### src/rtl/lsu_pkg.sv
package lsu_pkg;

    localparam int LSU_AW    = 32;
    localparam int LSU_DW    = 32;
    localparam int LSU_NB    = LSU_DW / 8;
    localparam int LSU_OW    = $clog2(LSU_NB);

    typedef enum logic [1:0] {
        SZ_BYTE = 2'd0,
        SZ_HALF = 2'd1,
        SZ_WORD = 2'd2
    } acc_size_e;

    typedef struct packed {
        logic [LSU_AW-1:0] addr;
        logic [LSU_NB-1:0] be;
        logic [LSU_DW-1:0] wdata;
        logic              we;
    } bus_txn_t;

    typedef struct packed {
        acc_size_e         size;
        logic              uns;
        logic [LSU_OW-1:0] ofs;
        logic              split;
        logic              we;
    } wb_info_t;

    function automatic acc_size_e decode_size(input logic [1:0] raw);
        case (raw)
            2'd0:    return SZ_BYTE;
            2'd1:    return SZ_HALF;
            default: return SZ_WORD;
        endcase
    endfunction

    function automatic logic [LSU_NB-1:0] size_mask(input acc_size_e s);
        case (s)
            SZ_BYTE: return LSU_NB'(1);
            SZ_HALF: return LSU_NB'(3);
            default: return '1;
        endcase
    endfunction

    function automatic logic [LSU_DW-1:0] rotl_lanes(input logic [LSU_DW-1:0] d,
                                                      input logic [LSU_OW-1:0] o);
        logic [2*LSU_DW-1:0] t;
        t = {d, d} << {o, 3'b000};
        return t[2*LSU_DW-1:LSU_DW];
    endfunction

    function automatic logic [LSU_DW-1:0] extend_load(input logic [LSU_DW-1:0] d,
                                                       input acc_size_e s,
                                                       input logic uns);
        case (s)
            SZ_BYTE: return uns ? {{(LSU_DW-8){1'b0}}, d[7:0]}
                                : {{(LSU_DW-8){d[7]}}, d[7:0]};
            SZ_HALF: return uns ? {{(LSU_DW-16){1'b0}}, d[15:0]}
                                : {{(LSU_DW-16){d[15]}}, d[15:0]};
            default: return d;
        endcase
    endfunction

endpackage

### src/rtl/lsu_agu.sv
module lsu_agu
    import lsu_pkg::*;
(
    input  logic [LSU_AW-1:0] base_i,
    input  logic [LSU_AW-1:0] offset_i,
    input  logic [1:0]        size_i,
    input  logic              uns_i,
    input  logic              we_i,
    input  logic [LSU_DW-1:0] wdata_i,
    output bus_txn_t          first_o,
    output bus_txn_t          second_o,
    output logic              split_o,
    output wb_info_t          info_o
);

    logic [LSU_AW-1:0]   eff_addr;
    logic [LSU_AW-1:0]   word_addr;
    logic [LSU_OW-1:0]   ofs;
    acc_size_e           sz;
    logic [2*LSU_NB-1:0] lane_span;
    logic [LSU_DW-1:0]   rot_data;

    always_comb begin
        eff_addr  = base_i + offset_i;
        ofs       = eff_addr[LSU_OW-1:0];
        word_addr = {eff_addr[LSU_AW-1:LSU_OW], {LSU_OW{1'b0}}};
        sz        = decode_size(size_i);
        lane_span = {{LSU_NB{1'b0}}, size_mask(sz)} << ofs;
        rot_data  = rotl_lanes(wdata_i, ofs);
    end

    assign split_o = |lane_span[2*LSU_NB-1:LSU_NB];

    assign first_o = '{addr:  word_addr,
                       be:    lane_span[LSU_NB-1:0],
                       wdata: rot_data,
                       we:    we_i};

    assign second_o = '{addr:  word_addr + LSU_AW'(LSU_NB),
                        be:    lane_span[2*LSU_NB-1:LSU_NB],
                        wdata: rot_data,
                        we:    we_i};

    assign info_o = '{size: sz, uns: uns_i, ofs: ofs, split: split_o, we: we_i};

endmodule

### src/rtl/lsu_req_ctrl.sv
module lsu_req_ctrl
    import lsu_pkg::*;
(
    input  logic     clk,
    input  logic     rst,
    input  logic     op_valid_i,
    input  logic     split_i,
    input  bus_txn_t first_i,
    input  bus_txn_t second_i,
    input  logic     wb_free_i,
    input  logic     gnt_i,
    output logic     bus_req_o,
    output bus_txn_t bus_txn_o,
    output logic     accept_o,
    output logic     ex_second_o,
    output logic     ex_stall_o
);

    logic     second_q;
    bus_txn_t second_txn_q;
    logic     final_grant;

    always_comb begin
        if (second_q) begin
            bus_req_o   = !rst;
            bus_txn_o   = second_txn_q;
            final_grant = bus_req_o && gnt_i;
            accept_o    = 1'b0;
            ex_stall_o  = !final_grant;
        end else begin
            bus_req_o   = op_valid_i && wb_free_i && !rst;
            bus_txn_o   = first_i;
            final_grant = bus_req_o && gnt_i && !split_i;
            accept_o    = bus_req_o && gnt_i;
            ex_stall_o  = op_valid_i && !final_grant && !rst;
        end
    end

    always_ff @(posedge clk) begin
        if (rst) begin
            second_q     <= 1'b0;
            second_txn_q <= '0;
        end else if (second_q) begin
            if (gnt_i) second_q <= 1'b0;
        end else if (accept_o && split_i) begin
            second_q     <= 1'b1;
            second_txn_q <= second_i;
        end
    end

    assign ex_second_o = second_q;

endmodule

### src/rtl/lsu_wb_merge.sv
module lsu_wb_merge
    import lsu_pkg::*;
(
    input  logic              clk,
    input  logic              rst,
    input  logic              accept_i,
    input  wb_info_t          info_i,
    input  logic              rvalid_i,
    input  logic [LSU_DW-1:0] rdata_i,
    output logic              busy_o,
    output logic              final_now_o,
    output logic              wb_valid_o,
    output logic [LSU_DW-1:0] wb_data_o
);

    logic              busy_q;
    logic              got_q;
    wb_info_t          info_q;
    logic [LSU_DW-1:0] low_q;
    logic [2*LSU_DW-1:0] joined;
    logic [2*LSU_DW-1:0] aligned;

    assign final_now_o = busy_q && rvalid_i && (!info_q.split || got_q);

    always_ff @(posedge clk) begin
        if (rst) begin
            busy_q <= 1'b0;
            got_q  <= 1'b0;
            info_q <= '0;
            low_q  <= '0;
        end else begin
            if (final_now_o) busy_q <= 1'b0;
            if (busy_q && rvalid_i && !final_now_o) begin
                got_q <= 1'b1;
                low_q <= rdata_i;
            end
            if (accept_i) begin
                busy_q <= 1'b1;
                got_q  <= 1'b0;
                info_q <= info_i;
            end
        end
    end

    always_comb begin
        joined  = info_q.split ? {rdata_i, low_q} : {{LSU_DW{1'b0}}, rdata_i};
        aligned = joined >> {info_q.ofs, 3'b000};
    end

    assign busy_o     = busy_q;
    assign wb_valid_o = final_now_o && !info_q.we;
    assign wb_data_o  = extend_load(aligned[LSU_DW-1:0], info_q.size, info_q.uns);

endmodule

### src/rtl/lsu_split_unit.sv
module lsu_split_unit
    import lsu_pkg::*;
(
    input  logic              clk,
    input  logic              rst,
    input  logic              ex_valid_i,
    input  logic              ex_we_i,
    input  logic [1:0]        ex_size_i,
    input  logic              ex_unsigned_i,
    input  logic [LSU_AW-1:0] ex_base_i,
    input  logic [LSU_AW-1:0] ex_offset_i,
    input  logic [LSU_DW-1:0] ex_wdata_i,
    output logic              stall_o,
    output logic              dbus_req_o,
    output logic              dbus_we_o,
    output logic [LSU_AW-1:0] dbus_addr_o,
    output logic [LSU_NB-1:0] dbus_be_o,
    output logic [LSU_DW-1:0] dbus_wdata_o,
    input  logic              dbus_gnt_i,
    input  logic              dbus_rvalid_i,
    input  logic [LSU_DW-1:0] dbus_rdata_i,
    output logic              wb_valid_o,
    output logic [LSU_DW-1:0] wb_data_o
);

    bus_txn_t first_txn, second_txn, cur_txn;
    wb_info_t op_info;
    logic     op_split, accept, ex_second, ex_stall;
    logic     wb_busy, wb_final, wb_vld;

    lsu_agu u_agu (
        .base_i   (ex_base_i),
        .offset_i (ex_offset_i),
        .size_i   (ex_size_i),
        .uns_i    (ex_unsigned_i),
        .we_i     (ex_we_i),
        .wdata_i  (ex_wdata_i),
        .first_o  (first_txn),
        .second_o (second_txn),
        .split_o  (op_split),
        .info_o   (op_info)
    );

    lsu_req_ctrl u_req (
        .clk         (clk),
        .rst         (rst),
        .op_valid_i  (ex_valid_i),
        .split_i     (op_split),
        .first_i     (first_txn),
        .second_i    (second_txn),
        .wb_free_i   (!wb_busy || wb_final),
        .gnt_i       (dbus_gnt_i),
        .bus_req_o   (dbus_req_o),
        .bus_txn_o   (cur_txn),
        .accept_o    (accept),
        .ex_second_o (ex_second),
        .ex_stall_o  (ex_stall)
    );

    lsu_wb_merge u_wb (
        .clk         (clk),
        .rst         (rst),
        .accept_i    (accept),
        .info_i      (op_info),
        .rvalid_i    (dbus_rvalid_i),
        .rdata_i     (dbus_rdata_i),
        .busy_o      (wb_busy),
        .final_now_o (wb_final),
        .wb_valid_o  (wb_vld),
        .wb_data_o   (wb_data_o)
    );

    assign dbus_we_o    = cur_txn.we;
    assign dbus_addr_o  = cur_txn.addr;
    assign dbus_be_o    = cur_txn.be;
    assign dbus_wdata_o = cur_txn.wdata;
    assign wb_valid_o   = wb_vld && !rst;
    assign stall_o      = !rst && (ex_stall || (wb_busy && !ex_second && !wb_final));

endmodule

### config.mk
export PLATFORM = sky130hd
export DESIGN_NAME = lsu_split_unit
export DESIGN_NICKNAME = d
export VERILOG_FILES = /design/src/rtl/lsu_pkg.sv /design/src/rtl/lsu_agu.sv /design/src/rtl/lsu_req_ctrl.sv /design/src/rtl/lsu_wb_merge.sv /design/src/rtl/lsu_split_unit.sv
export SDC_FILE = /design/constraint.sdc
export NUM_CORES = 1
export LEC_CHECK = 0
export ABC_AREA = 1
export BUFFER_PORTS_ARGS = -buffer_cell sky130_fd_sc_hd__buf_2
export CORE_MARGIN = 1.5
export CORE_UTILIZATION = 30
export CTS_CLUSTER_SIZE = 14
export DETAILED_ROUTE_END_ITERATION = 6
export PLACE_DENSITY = 0.59
export SYNTH_ARGS = -nofsm -noshare
export SYNTH_HDL_FRONTEND = slang
export SYNTH_HIERARCHICAL = 1
export SYNTH_SLANG_ARGS = --single-unit
### constraint.sdc
create_clock -name clk -period 5.7 [get_ports clk]
set_input_delay 1.14 -clock clk [delete_from_list [all_inputs] [get_ports clk]]
set_output_delay 1.14 -clock clk [all_outputs]
set_load 0.1 [all_outputs]
==> flow_summary.yaml <==
clock_network:
  cts_tree: "done"
  cts_max_path_buffers: 2
  hold_buffers: 0
  clk_pin_slew_ps: 70
  clock-sinks: 111
  cts_inserted_buffers: 9
  htreeDepth: 3
  ctsRootBufferMaster: "clkbuf_16"
  clock_latency_ps: 390
  ctsResizeCount: 0
  post-cts-setup-buffers: 0
logic_synthesis:
  ys_seq_area_frac: 0.183
  syn_avg_cell_area_um2: 5.33
  synth_top_area_cell: "nand2_1"
  netlist_area_um2: 12200
  synth_warnings: 6
  synth_top_area_share: 0.230
  synth_cell_types: 41
  ys_seq_elements: 111
  synth_ff_type: "dfxtp_1"
  ys_top_cells_by_area: "nand2_1, dfxtp_1, inv_1"
  async_reset_ff_frac: 0
  syn_inst: 2282
  synth_edf_count: 0
pwr:
  cellInternalPower_uw: 1660
  vdd_drop_max_mv: 0.233
  power_density_nw_per_um2: 283
  swShare: 0.577
  switching_power_uw: 2270
  p_seq_frac: 0.207
  p_clk_frac: 0.179
  pwr-share-comb: 0.615
  p_leak_uw: 0.00789
routing:
  drcViolationCount: 0
  wl_per_cell_um: 13.9
  drtIter0Drc: 980
  wl_mm: 40.7
  dr.pass1.iters: 7
  vias_per_cell: 4.68
  postRouteAntennaNets: 0
  via_count: 13700
critical_path:
  arrival_ps: 3590
  path_cells: "buf_2 > ha_2 > o21ai_0 > o21ai_0 > nand2_1 > o21ai_0 > buf_2"
  setup.worst_path.start_class: "input port"
  cp_slowest_cell: "ha_2"
  crit_type: "in2out"
  crit_required_ps: 4560
  end_kind: "primary output"
  cp_common_cell: "o21ai_0"
  cpPeakStageDelay_ps: 880
  worstPathMaxFanout: 56
floorplan:
  die_h_um: 204
  rows: 73
  initial_utilization: 0.305
  ioPinCount: 241
  fp.dieW_um: 204
  die-area_um2: 41800
  core-area_um2: 39900
timing:
  tightestPinTransition_ps: 1140
  finalCritPeriodShare: 0.830
  max_freq_ghz: 0.211
  report.final.hold_viol_count: 0
  fin_crit_ps: 4730
  finalWorstSetupSlack_ps: 970
  setup_viol: 0
  holdWs_ps: 470
  rsz0062_at_grt: "false"
  final_max_slew_viol_count: 0
  timing.setup.tns_ps: 0
  slew_headroom: 0.238
  fin_skew_ps: 14.3
grt:
  grt_usage: 0.195
  gr-total-overflow: 0
  antenna_found_initial: 0
  grt_start_max_net_pins: 97
  grt_pass1_vias: 12300
  grt_pass1_wl_mm: 64.8
final_layout:
  final_util: 0.348
  syn2layout_area_growth_pct: 14.1
  drive_above_1_share: 0.140
  mostFrequentLayoutCell: "nand2_1"
  antenna_cells: 0
  fin_nets: 2572
  stdcell_count: 2932
  mostFrequentLayoutCells: "nand2_1, inv_1, nor2_1, buf_2, o21ai_0"
run_status:
  status: "completed"
place:
  dp_cells: 2916
  dp_hpwl_mm: 30.5
  pre_cts_slack_ps: 970
  port_buffers: 240
  gp_congestion: 0.905
flow_run:
  max-cap-violations: 0
worst_hold_path:
  hold_class: "reg2reg"
## logic make-up (layout without fill, tap and decap cells)
logic type / Yosys count / after routing / share of synthesized area
simple gates: 1267 / 1267 / 0.447
buf+inv: 587 / 708 / 0.207
compound gates: 261 / 261 / 0.110
flops: 111 / 111 / 0.183
fa+ha+maj: 33 / 33 / 0.0346
xor+xnor: 22 / 22 / 0.0180
other cells: 1 / 5 / 0.000308
## through the flow
step           area, µm²  total power, µW
2_1_floorplan      12200             2740
3_3_place_gp       13600             3240
3_5_place_dp       13600             3240
4_1_cts            13900             3970
5_1_grt            13900             4170
6_report           13900             3930
## critical path, delay by kind of cell
kind / cells / cell delay, ps
AOI/OAI and AO/OA: 3 / 820
and+or+nand+nor: 1 / 110
adders and majority gates: 1 / 880
buffers and inverters: 2 / 590
## power groups by stage
stage | clock (µW) | sequential (µW) | combinational (µW)
2_1_floorplan | 0 | 824 | 1920
5_1_grt | 763 | 814 | 2590
3_3_place_gp | 0 | 829 | 2410
3_5_place_dp | 0 | 830 | 2420
4_1_cts | 732 | 811 | 2420
6_report | 702 | 812 | 2420
## final timing paths
| check | depth (start not counted) | to | slack, ps | start |
|---|---|---|---|---|
| worst min register to register | 2 | u_wb/info_q[5] | 470 | u_wb/info_q[5] |
| worst max register to register | 14 | u_req/second_txn_q[4] | 2710 | u_wb/info_q[1] |
| worst min-delay path | 2 | u_wb/info_q[5] | 470 | u_wb/info_q[5] |
| worst max-delay path | 7 | dbus_wdata_o[20] | 970 | ex_offset_i[0] |
## synthesized netlist by cell type, types with 2 or more instances
cell / count
buf_6: 15
nand3_1: 126
inv_2: 8
xnor2_1: 3
ha_1: 32
nor3_1: 9
nor2_2: 9
clkbuf_1: 51
nor2_4: 4
nor2_1: 240
nand2_1: 746
xor2_1: 17
nand2_4: 4
a21oi_1: 56
a21o_1: 2
dfxtp_1: 111
inv_1: 429
buf_2: 22
buf_1: 15
nand3b_1: 5
and2_1: 2
o21ai_0: 190
a21oi_2: 2
o21ai_1: 6
nand2_2: 12
buf_4: 46
nand4_1: 88
nor2_8: 2
nand3_2: 18
## state kept, by name (all words and copies together) (netlist names)
register,cells
u_wb/info_q,7
u_req/second_txn_q,69
u_wb/busy_o,1
u_req/ex_second_o,1
u_wb/got_q,1
u_wb/low_q,32
## layer usage
metal | global-route usage | vias to the layer above | part of all wire | wire, µm
met4 | 0.0465 | 0 | 0.018 | 743
met5 | 0 | - | 0 | 0
met1 | 0.259 | 6091 | 0.46 | 18700
met3 | 0.0359 | 43 | 0.066 | 2700
met2 | 0.323 | 416 | 0.46 | 18600
li1 | - | 7162 | - | -
## final cells by class
| cell class | count | area (µm²) |
|---|---|---|
| clock inverter | 6 | 73.8 |
| multi-input combinational | 1588 | 7450 |
| inverter | 438 | 1650 |
| fill | 4488 | 26000 |
| tap | 525 | 657 |
| timing repair buffer | 254 | 1600 |
| sequential | 111 | 2220 |
| clock buffer | 10 | 229 |
No activity file was read; power rests on OpenSTA's default activity.
